### config.mk
export PLATFORM = sky130hd
export DESIGN_NAME = ptx_dual_transceiver
export DESIGN_NICKNAME = d
export VERILOG_FILES = /design/src/rtl/ptx_pkg.sv /design/src/rtl/ptx_xor_chain.sv /design/src/rtl/ptx_dir_ctl.sv /design/src/rtl/ptx_section.sv /design/src/rtl/ptx_dual_transceiver.sv
export SDC_FILE = /design/constraint.sdc
export NUM_CORES = 1
export LEC_CHECK = 0
export BUFFER_PORTS_ARGS = -buffer_cell sky130_fd_sc_hd__clkbuf_2
export CAP_MARGIN = 20
export CORE_ASPECT_RATIO = 1.25
export CORE_MARGIN = 1.5
export CORE_UTILIZATION = 34
export DETAILED_ROUTE_END_ITERATION = 12
export PLACE_DENSITY = 0.86
export SLEW_MARGIN = 20
export SYNTH_ARGS = -nofsm -noshare
export SYNTH_HDL_FRONTEND = slang
export SYNTH_SLANG_ARGS = --single-unit
### constraint.sdc
create_clock -name vclk -period 1.1
set_input_delay 0.055 -clock vclk [all_inputs]
set_output_delay 0.055 -clock vclk [all_outputs]
set_load 0.01 [all_outputs]
### src/rtl/ptx_pkg.sv
package ptx_pkg;
  typedef enum logic {
    DIR_RX = 1'b0,
    DIR_TX = 1'b1
  } ptx_dir_e;

  typedef struct packed {
    ptx_dir_e dir;
    logic     hiz;
    logic     odd;
  } ptx_ctrl_t;
endpackage

### src/rtl/ptx_xor_chain.sv
module ptx_xor_chain #(
  parameter int WIDTH = 8
) (
  input  logic [WIDTH-1:0] data_i,
  output logic             odd_o
);
  logic [WIDTH-1:0] acc;

  assign acc[0] = data_i[0];
  for (genvar i = 1; i < WIDTH; i++) begin : g_stage
    assign acc[i] = acc[i-1] ^ data_i[i];
  end

  assign odd_o = acc[WIDTH-1];
endmodule

### src/rtl/ptx_dir_ctl.sv
module ptx_dir_ctl
  import ptx_pkg::*;
(
  input  ptx_ctrl_t ctrl_i,
  output logic      a_oe_o,
  output logic      b_oe_o,
  output logic      par_oe_o,
  output logic      err_oe_o
);
  logic live;
  logic sending;

  assign live     = !ctrl_i.hiz;
  assign sending  = (ctrl_i.dir == DIR_TX);
  assign a_oe_o   = live && !sending;
  assign b_oe_o   = live && sending;
  assign par_oe_o = live && sending;
  assign err_oe_o = live;

  always_comb begin
    AST_NO_CONTENTION: assert (!(a_oe_o && b_oe_o));
    if (ctrl_i.hiz)
      AST_RELEASED_QUIET: assert (!a_oe_o && !b_oe_o && !par_oe_o && !err_oe_o);
  end
endmodule

### src/rtl/ptx_section.sv
module ptx_section
  import ptx_pkg::*;
#(
  parameter int W = 8
) (
  input  ptx_ctrl_t    ctrl_i,
  input  logic [W-1:0] a_in_i,
  output logic [W-1:0] a_out_o,
  output logic         a_oe_o,
  input  logic [W-1:0] b_in_i,
  output logic [W-1:0] b_out_o,
  output logic         b_oe_o,
  input  logic         par_in_i,
  output logic         par_out_o,
  output logic         par_oe_o,
  output logic         err_n_o,
  output logic         err_oe_o
);
  localparam int CHK_W = W + 1;

  logic a_odd;
  logic rx_odd;

  ptx_xor_chain #(.WIDTH(W)) u_gen (
    .data_i (a_in_i),
    .odd_o  (a_odd)
  );

  ptx_xor_chain #(.WIDTH(CHK_W)) u_chk (
    .data_i ({par_in_i, b_in_i}),
    .odd_o  (rx_odd)
  );

  ptx_dir_ctl u_ctl (
    .ctrl_i   (ctrl_i),
    .a_oe_o   (a_oe_o),
    .b_oe_o   (b_oe_o),
    .par_oe_o (par_oe_o),
    .err_oe_o (err_oe_o)
  );

  assign b_out_o   = a_in_i;
  assign a_out_o   = b_in_i;
  assign par_out_o = a_odd ^ ctrl_i.odd;
  assign err_n_o   = (ctrl_i.dir == DIR_TX) ? 1'b1 : !(rx_odd ^ ctrl_i.odd);

  always_comb begin
    if (ctrl_i.dir == DIR_TX) begin
      AST_TX_SENSE: assert ((^{a_in_i, par_out_o}) == ctrl_i.odd);
      AST_TX_NO_ERR: assert (err_n_o);
    end else begin
      AST_RX_PAR_IN: assert (!par_oe_o);
      AST_RX_FLAG: assert (err_n_o == ((^{b_in_i, par_in_i}) == ctrl_i.odd));
    end
  end
endmodule

### src/rtl/ptx_dual_transceiver.sv
module ptx_dual_transceiver
  import ptx_pkg::*;
#(
  parameter int NS = 2,
  parameter int W  = 8
) (
  input  logic [NS-1:0]   tx_dir_i,
  input  logic [NS-1:0]   hiz_i,
  input  logic [NS-1:0]   odd_sel_i,
  input  logic [NS*W-1:0] a_in_i,
  output logic [NS*W-1:0] a_out_o,
  output logic [NS-1:0]   a_oe_o,
  input  logic [NS*W-1:0] b_in_i,
  output logic [NS*W-1:0] b_out_o,
  output logic [NS-1:0]   b_oe_o,
  input  logic [NS-1:0]   par_in_i,
  output logic [NS-1:0]   par_out_o,
  output logic [NS-1:0]   par_oe_o,
  output logic [NS-1:0]   err_n_o,
  output logic [NS-1:0]   err_oe_o
);
  for (genvar s = 0; s < NS; s++) begin : g_sec
    ptx_ctrl_t ctrl;

    assign ctrl.dir = ptx_dir_e'(tx_dir_i[s]);
    assign ctrl.hiz = hiz_i[s];
    assign ctrl.odd = odd_sel_i[s];

    ptx_section #(.W(W)) u_sec (
      .ctrl_i    (ctrl),
      .a_in_i    (a_in_i[s*W +: W]),
      .a_out_o   (a_out_o[s*W +: W]),
      .a_oe_o    (a_oe_o[s]),
      .b_in_i    (b_in_i[s*W +: W]),
      .b_out_o   (b_out_o[s*W +: W]),
      .b_oe_o    (b_oe_o[s]),
      .par_in_i  (par_in_i[s]),
      .par_out_o (par_out_o[s]),
      .par_oe_o  (par_oe_o[s]),
      .err_n_o   (err_n_o[s]),
      .err_oe_o  (err_oe_o[s])
    );
  end
endmodule

After elaboration in Yosys (flattened, before gate mapping)

Index checks and enable logic that the tools add are counted.
W data, S select, Z words.

Multiplexer cells: 2
Bitwise gates (word level): 34
Reduce and logical (&&, ||, !) cells: 10

Operators with widths:

| kind                | number |
|---|---|
| $xor A1 B1 Y1       | 34 |
| $logic_not A1 Y1    | 6 |
| $logic_and A1 B1 Y1 | 4 |
| $mux W1             | 2 |

Register bits after elaboration: 0
Bits of input ports: 40
Output and inout bits: 44
Word-level logic and storage cells: 46

Longest topological paths before layout

Gate-level depths: netlist of run 1.

Depth after elaboration: 11
Depth in mapped cells: 5
Depth with buffers taken out: 4

Cells and area by module

A second synthesis of run 1 with hierarchy kept.

Cells, all modules: 74
Area, all modules: 618.1 um2

By module, submodules not included:

| module                                    | instances | cells each | area each (um2) | seq. area each (um2) |
|---|---|---|---|---|
| ptx_section                               | 2         | 19         | 143.9           | 0.0 |
| ptx_xor_chain at g_sec[0].u_sec.u_chk ... | 2         | 7          | 82.6            | 0.0 |
| ptx_xor_chain at g_sec[0].u_sec.u_gen ... | 2         | 7          | 61.3            | 0.0 |
| ptx_dir_ctl                               | 2         | 4          | 21.3            | 0.0 |

Worst setup path before layout of run 1

Ideal clock, no wire load.

Kind: input port to output port
Start point: input port b_in_i[7]
End point: output port err_n_o[0]
Data arrival time: 932 ps
Data required time: 1,045 ps
Path slack: 113 ps
Stages on the path: 5
Buffers on the path: 1
Cells stage by stage: xor2_1 xnor3_1 xnor2_1 nand2b_1 buf_4

Longest elaborated chain between the ends: 5

Ends and longest elaborated chain:

| what                       | RTL line                   | RTL |
|---|---|---|
| start: declaration         | ptx_dual_transceiver.sv:13 | `input logic [NS*W-1:0] b_in_i,` |
| $xor A1 B1 Y1 (2 in a row) | ptx_xor_chain.sv:11        | `assign acc[i] = acc[i-1] ^ data_i[i];` |
| $xor A1 B1 Y1              | ptx_section.sv:45          | `assign err_n_o = (ctrl_i.dir == DIR_TX) ? 1'b1 : !(rx_odd ^ ctrl_i.odd);` |
| $logic_not A1 Y1           | ptx_section.sv:45          |  |
| $mux W1                    | ptx_section.sv:45          |  |
| end: declaration           | ptx_dual_transceiver.sv:19 | `output logic [NS-1:0] err_n_o,` |

No other way between the ends.

Worst setup path in the final report of run 1

Start point: input port b_in_i[14]
End point: output port err_n_o[1]

Longest elaborated chain between the ends: 6

Ends and longest elaborated chain:

| what                       | RTL line |
|---|---|
| $xor A1 B1 Y1 (3 in a row) | ptx_xor_chain.sv:11 |
| $xor A1 B1 Y1              | ptx_section.sv:45 |
| $logic_not A1 Y1           | ptx_section.sv:45 |
| $mux W1                    | ptx_section.sv:45 |

No other way between the ends.

==> results of run 1 <==
-- cells in the mapped netlist --
cell type / number / area, µm²
sky130_fd_sc_hd__nor2b_1: 2 / 12.5
sky130_fd_sc_hd__nor2_1: 2 / 7.51
sky130_fd_sc_hd__xor2_1: 8 / 70.1
sky130_fd_sc_hd__inv_1: 2 / 7.51
sky130_fd_sc_hd__xnor2_1: 22 / 193
sky130_fd_sc_hd__xnor3_1: 2 / 45.0
sky130_fd_sc_hd__nand2b_1: 2 / 12.5
sky130_fd_sc_hd__buf_4: 44 / 330
-- repair_timing --
item | CTS | global route
resized for setup | 0 | 11
pin swaps | 3 | 3
buffers inserted | 2 | 0
endpoints found under the setup margin | 2 | 2
-- layout make-up --
type,count,area [µm²],share of cell area [%]
Multi-Input combinational cell,38,363,42.9
Inverter,2,7.51,0.888
Timing Repair Buffer,86,452,53.4
Tap cell,19,23.8,2.81
-- worst max-delay path, cell delays in order --
cell	delay (ns)
sky130_fd_sc_hd__buf_8	0.10
sky130_fd_sc_hd__xnor2_2	0.14
sky130_fd_sc_hd__xnor3_1	0.42
sky130_fd_sc_hd__xnor2_1	0.15
sky130_fd_sc_hd__nand2b_1	0.06
sky130_fd_sc_hd__buf_2	0.13
-- path summary, 6_finish.rpt --
| check | end | slack (ns) | cells after the start |
|---|---|---|---|
| worst max-delay path | err_n_o[1] | -0.02 | 6 |
| worst min-delay path | a_out_o[14] | 0.30 | 2 |
-- per-layer routing --
layer	vias up	track usage, %	wire length [µm]
met5	-	0	0
met4	0	0	0
met3	0	1.02	240
met2	68	23.7	656
met1	246	8.92	370
li1	301	-	-
-- cell families after synthesis --
kind of cell | count (synthesis) | synth area share (%)
simple gates | 6 | 4.80
xor+xnor | 32 | 45.4
buf+inv | 46 | 49.8
-- power breakdown --
group | switching (mW) | leakage [nW] | internal, mW | total (mW)
Combinational | 0.255 | 0.515 | 0.313 | 0.568
Clock | 0 | 0 | 0 | 0
Sequential | 0 | 0 | 0 | 0
==> results.txt, run 1 <==
The per-instance average area after synthesis came out at 8.07 µm². The global-route wire length before repair came out at 1820 µm. Synthesis produced a netlist whose cell count is 84. Once layout is complete, the utilization of the core stands at 46.2%. The worst setup path is launched from an input pin. The number of I/O port buffers is 84. The total number of placement rows is 17. The power density over the cells is 671 nW/µm².

The critical path is of the input pin to output port type. The worst hold path belongs to the class input pin to output port. After floorplanning, the core was sized to cover 1830 µm². The routed length per placed instance came out at 8.73 µm. The total of warnings raised by yosys is 0. The post-synthesis net count is 124. The number of DRC markers after the initial detailed-route iteration came out at 0. The routed wire length is 1270 µm. STA classifies the critical path endpoint as an output port. Setup repair after global routing could not meet its margin everywhere. Timing would allow up to 894 MHz.

The shortest clock period the worst path allows after layout came out at 1.12 ns. The cell area after layout came out at 846 µm². The floorplan die area is 2270 µm². Registers take 0 µm².

The number of buffers inserted for hold repair after clock tree synthesis is 0. The post-synthesis sequential area ratio came out at 0%. The checks that failed: setup timing. The transition time at the pin with the least slew margin came out at 0.197 ns. The number of antenna violations at the first check in global routing was 0. The clock buffer count is 0. The number of pins exceeding their max-slew limit in the final report came out at 0. Setup violations remaining at the end of the flow were counted as 2. The width of the die is 42.9 µm. The total chip power came out at 0.568 mW. The maximum fanout along the worst path came out at 2. In the layout the commonest cells are sky130_fd_sc_hd__clkbuf_2, sky130_fd_sc_hd__xnor2_1, sky130_fd_sc_hd__xor2_1. Once placement completed, the tool counted placed cells totaling 143. The share of the cycle needed by the critical path after routing came out at 102%. The estimated wirelength of the detail-placed design is 1150 µm. The post-layout net count came out at 168. The overall track demand over capacity in global routing is 9.96%. The largest net degree at the start of global routing is 4. The number of placed I/O pins is 84.

The worst setup margin came out at -0.0180 ns. The start point of the critical path is b_in_i[14]. The worst slack on hold paths came out at 0.305 ns.

The final hold violation count is 0. In this run the cell area measured after placement is 792 µm². The leakage power of the design came out at 0.515 nW. The final cell count without fillers came out at 145. The remaining routing DRC violations came out at 0.

The number of diodes is 0. Detailed routing inserted a total of 615 vias. The number of library cell types mapped by synthesis came out at 8. The accumulated negative setup slack came out at -0.0213 ns. The worst-case headroom to the max-slew limit is 86.7%.

The arrival time at the worst endpoint is 1.06 ns. The final weighted congestion in routability-driven placement came out at 0.705. The share of cells above drive strength 1 came out at 70.6%. Leaving out fill and tap cells, the most frequent cell in the layout is sky130_fd_sc_hd__clkbuf_2.

For the worst setup path, the data required time is 1.04 ns. Counting the fill cells in the layout gives 181. The via count of the first global-routing pass is 518.

The initial cell density of the core came out at 37.1%. Once detail routing completed, the nets flagged for antenna violations numbered 0. The max-capacitance violation count is 0. The flow ran to the end, but the final reports show violations. For this run, the detailed router's first-pass iteration total came to 1. The number of vias per cell after detailed routing came out at 4.24. The layout overhead on the synthesized area is 24.7%. The count of sequential standard cells came out at 0.

The largest vdd supply drop is 0.335 mV. The die height is 52.9 µm. The worst hold path begins at b_in_i[14]. At the placement stage, the worst setup path has a slack of -0.0545 ns.

The post-synthesis instance area came out at 678 µm². The overflow left after global routing came out at 0.
No activity file was read; power rests on OpenSTA's default activity.
==> run 2, diff against run 1 <==
--- a/config.mk
+++ b/config.mk
@@ -5,13 +5,14 @@
 export SDC_FILE = /design/constraint.sdc
 export NUM_CORES = 1
 export LEC_CHECK = 0
+export ABC_AREA = 1
 export BUFFER_PORTS_ARGS = -buffer_cell sky130_fd_sc_hd__clkbuf_2
 export CAP_MARGIN = 20
 export CORE_ASPECT_RATIO = 1.25
 export CORE_MARGIN = 1.5
-export CORE_UTILIZATION = 34
+export CORE_UTILIZATION = 40
 export DETAILED_ROUTE_END_ITERATION = 12
-export PLACE_DENSITY = 0.86
+export PLACE_DENSITY = 0.83
 export SLEW_MARGIN = 20
 export SYNTH_ARGS = -nofsm -noshare
 export SYNTH_HDL_FRONTEND = slang
==> run 2 against run 1 <==
Against the previous run: the flow now finishes without violations; synthesized cell count rose to 2.5 times the previous value; non-clock buffer count down 2; setup slack better by 0.15 ns; flip-flop and latch count stayed put; sequential share of layout area unchanged; critical path type unchanged; largest cell class is now multi-input combinational cells.
==> results.txt, run 2 <==
The count of mapped cells out of synthesis is 213. The largest family of logic cells by synthesized area is simple AND/OR/NAND/NOR gates. The number of detailed-routing iterations run before antenna repair is 4.

The final weighted congestion in routability-driven placement is 0.776. The startpoint type of the worst setup path is an input pin. In this run the worst path has a maximum fanout of 3. The finished layout holds 286 standard cells, fillers aside. The share of synthesized area in the top cell type comes to 30.7%. Setup total negative slack on the finished layout was measured at 0 ns. The number of I/O port buffers came out at 84. The critical path's slowest cell is sky130_fd_sc_hd__or2_1. The total of warnings raised by yosys came out at 0. The post-placement cell count is 286. The clock buffer count is 0.

The worst slack at placement is 0.126 ns. The register cell area after layout is 0 µm². In this run the mean area of a mapped cell was 5.05 µm². The number of library cell types mapped by synthesis came out at 10. The remaining routing DRC violations is 0. The total of cells resized after clock tree synthesis is 0. Among all cell types in the netlist, the one instantiated most often is sky130_fd_sc_hd__nand2_1.

For this run, the total global-route usage over all layers was measured as 12.0%. STA puts the critical path data required time at 1.04 ns. The leakage power of the design came out at 0.920 nW.

The estimated wirelength of the detail-placed design came out at 1770 µm. The cell taking the most area after synthesis is sky130_fd_sc_hd__buf_4. The critical setup path kind is input pin to output port. Ranked by total cell area, the synthesized netlist is headed by sky130_fd_sc_hd__buf_4, sky130_fd_sc_hd__nand2_1, sky130_fd_sc_hd__inv_1.

Walking the worst path, the cells encountered are clkbuf_2 -> or2_1 -> nand2_1 -> nand2_1 -> nand2_1 -> nand2_1 -> nand2_1 -> nand2_1 -> nand2_1 -> inv_1 -> clkbuf_2. The final route contains 1193 vias. The setup fix buffers added after clock tree synthesis came out at 0.

The multiplexer fraction of the synthesized cell area is 0%. The share of cells above drive strength 1 came out at 34.8%. The largest net degree at the start of global routing came out at 6. Ranked by instance count, the synthesized netlist is headed by sky130_fd_sc_hd__nand2_1, sky130_fd_sc_hd__buf_4, sky130_fd_sc_hd__inv_1, sky130_fd_sc_hd__nand3_1, sky130_fd_sc_hd__nor2_1. After Yosys synthesis, XOR and XNOR cells account for 10.6% of the synthesized area.

For this design the ratio of total power to cell area is 469 nW/µm². The critical path's largest stage delay is 0.23 ns. The layout overhead on the synthesized area is 12.2%. The top cell types in the final layout, fill and taps aside, are sky130_fd_sc_hd__clkbuf_2, sky130_fd_sc_hd__nand2_1, sky130_fd_sc_hd__inv_1.

The achievable frequency came out at 1030 MHz. The number of pins exceeding their max-slew limit in the final report came out at 0. The transition time at the pin with the least slew margin is 0.205 ns.

Setup repair after global routing left no endpoint under its margin. The post-synthesis sequential area ratio is 0%. 0 antenna diodes ended up in the layout.

The run finished with clean final reports. The final hold violation count came to 0. The share of the cycle needed by the critical path after routing came out at 88.1%. The width of the die is 49.4 µm. The die covers 3010 µm².

The post-layout net count came out at 295. In the final layout, the multi-input gates occupy 598 µm². The routed length per placed instance came out at 6.36 µm. The count of buffering cells on the critical path with inverters included came out at 3. The clock period could shrink to 0.969 ns. The via count of the first global-routing pass came to 916. The total number of placement rows came out at 20. The share of synthesized cell area in full adder, half adder and majority cells is 0%. The largest vdd supply drop is 0.218 mV. The max-capacitance violation count came out at 0. The kind of path behind the tightest hold check is input pin to output port.

The number of nets in the synthesized netlist is 253. On the critical path the largest part of the delay comes from simple AND/OR/NAND/NOR gates. The number of antenna violations at the first check in global routing was 0. The overflow left after global routing is 0. After floorplanning, the core was sized to cover 2500 µm².

After the first detailed-routing iteration, the DRC count stood at 11. The share of synthesized cell area in and, or, nand and nor gates came out at 45.1%. The number of vias per cell after detailed routing is 4.17. The worst pin sits at a relative slew slack of 86.3%.

The number of fillers in the final layout came out at 298. The first global-routing pass estimated 3110 µm of wire. The number of buffers inserted for hold repair after clock tree synthesis came out at 0. The worst setup margin is 0.131 ns. STA classifies the critical path endpoint as an output port.

The number of placed I/O pins is 84. The most repeated library cell on the critical path is sky130_fd_sc_hd__nand2_1. The final number of setup-violating endpoints is 0. The routed wire length is 1820 µm.

The post-detailed-route count of antenna-violating nets is 0. Data on the critical path arrives at its endpoint at 0.91 ns. The most common library cell in the layout ignoring fill and taps is sky130_fd_sc_hd__clkbuf_2. The count of sequential standard cells is 0. The initial cell density of the core came out at 43.0%. The floorplan step set the die height to 61.0 µm. The complex-gate fraction of the synthesized area came out at 0%.

The synthesized netlist occupies a cell area of 1070 µm².
==> run 2: worst paths after layout <==
| kind | start | slack, ns | cells past startpoint | end |
|---|---|---|---|---|
| worst min-delay path | a_in_i[1] | 0.32 | 2 | b_out_o[1] |
| worst max-delay path | a_in_i[2] | 0.13 | 11 | par_out_o[0] |
==> run 2: report_power, final <==
| group | switching [mW] | total, mW | internal [mW] |
|---|---|---|---|
| clock | 0 | 0 | 0 |
| combinational | 0.318 | 0.566 | 0.248 |
| sequential | 0 | 0 | 0 |
| total | 0.318 | 0.566 | 0.248 |
==> run 2: logic make-up (layout without fill, tap and decap cells) <==
| family | Yosys count | in the layout |
|---|---|---|
| xor gates and xnor gates | 13 | 13 |
| and+or+nand+nor | 117 | 117 |
| buffers and inverters | 83 | 123 |
==> run 2: per-layer routing <==
| metal | up-vias | GRT usage (%) | wire (µm) |
|---|---|---|---|
| li1 | 674 | - | - |
| met1 | 475 | 12.7 | 736 |
| met2 | 44 | 27.2 | 935 |
| met3 | 0 | 0.246 | 146 |
| met4 | 0 | 0 | 0 |
| met5 | - | 0 | 0 |
==> run 2: layout make-up <==
class	count	share of cell area [%]
Tap cell	33	3.42
Timing Repair Buffer	84	34.9
Inverter	39	12.1
Multi-Input combinational cell	130	49.6
==> run 2: per-stage QoR <==
stage / total power [mW] / hold WS [ns] / util [%] / area [µm²]
floorplan: 0.476 / 0.202 / - / 1070
global placement: 0.561 / 0.320 / 48.2 / 1210
detailed placement: 0.573 / 0.324 / 48.2 / 1210
CTS: 0.575 / 0.323 / 48.2 / 1210
global route: 0.654 / 0.325 / 48.2 / 1210
finish: 0.566 / 0.320 / 48.2 / 1210
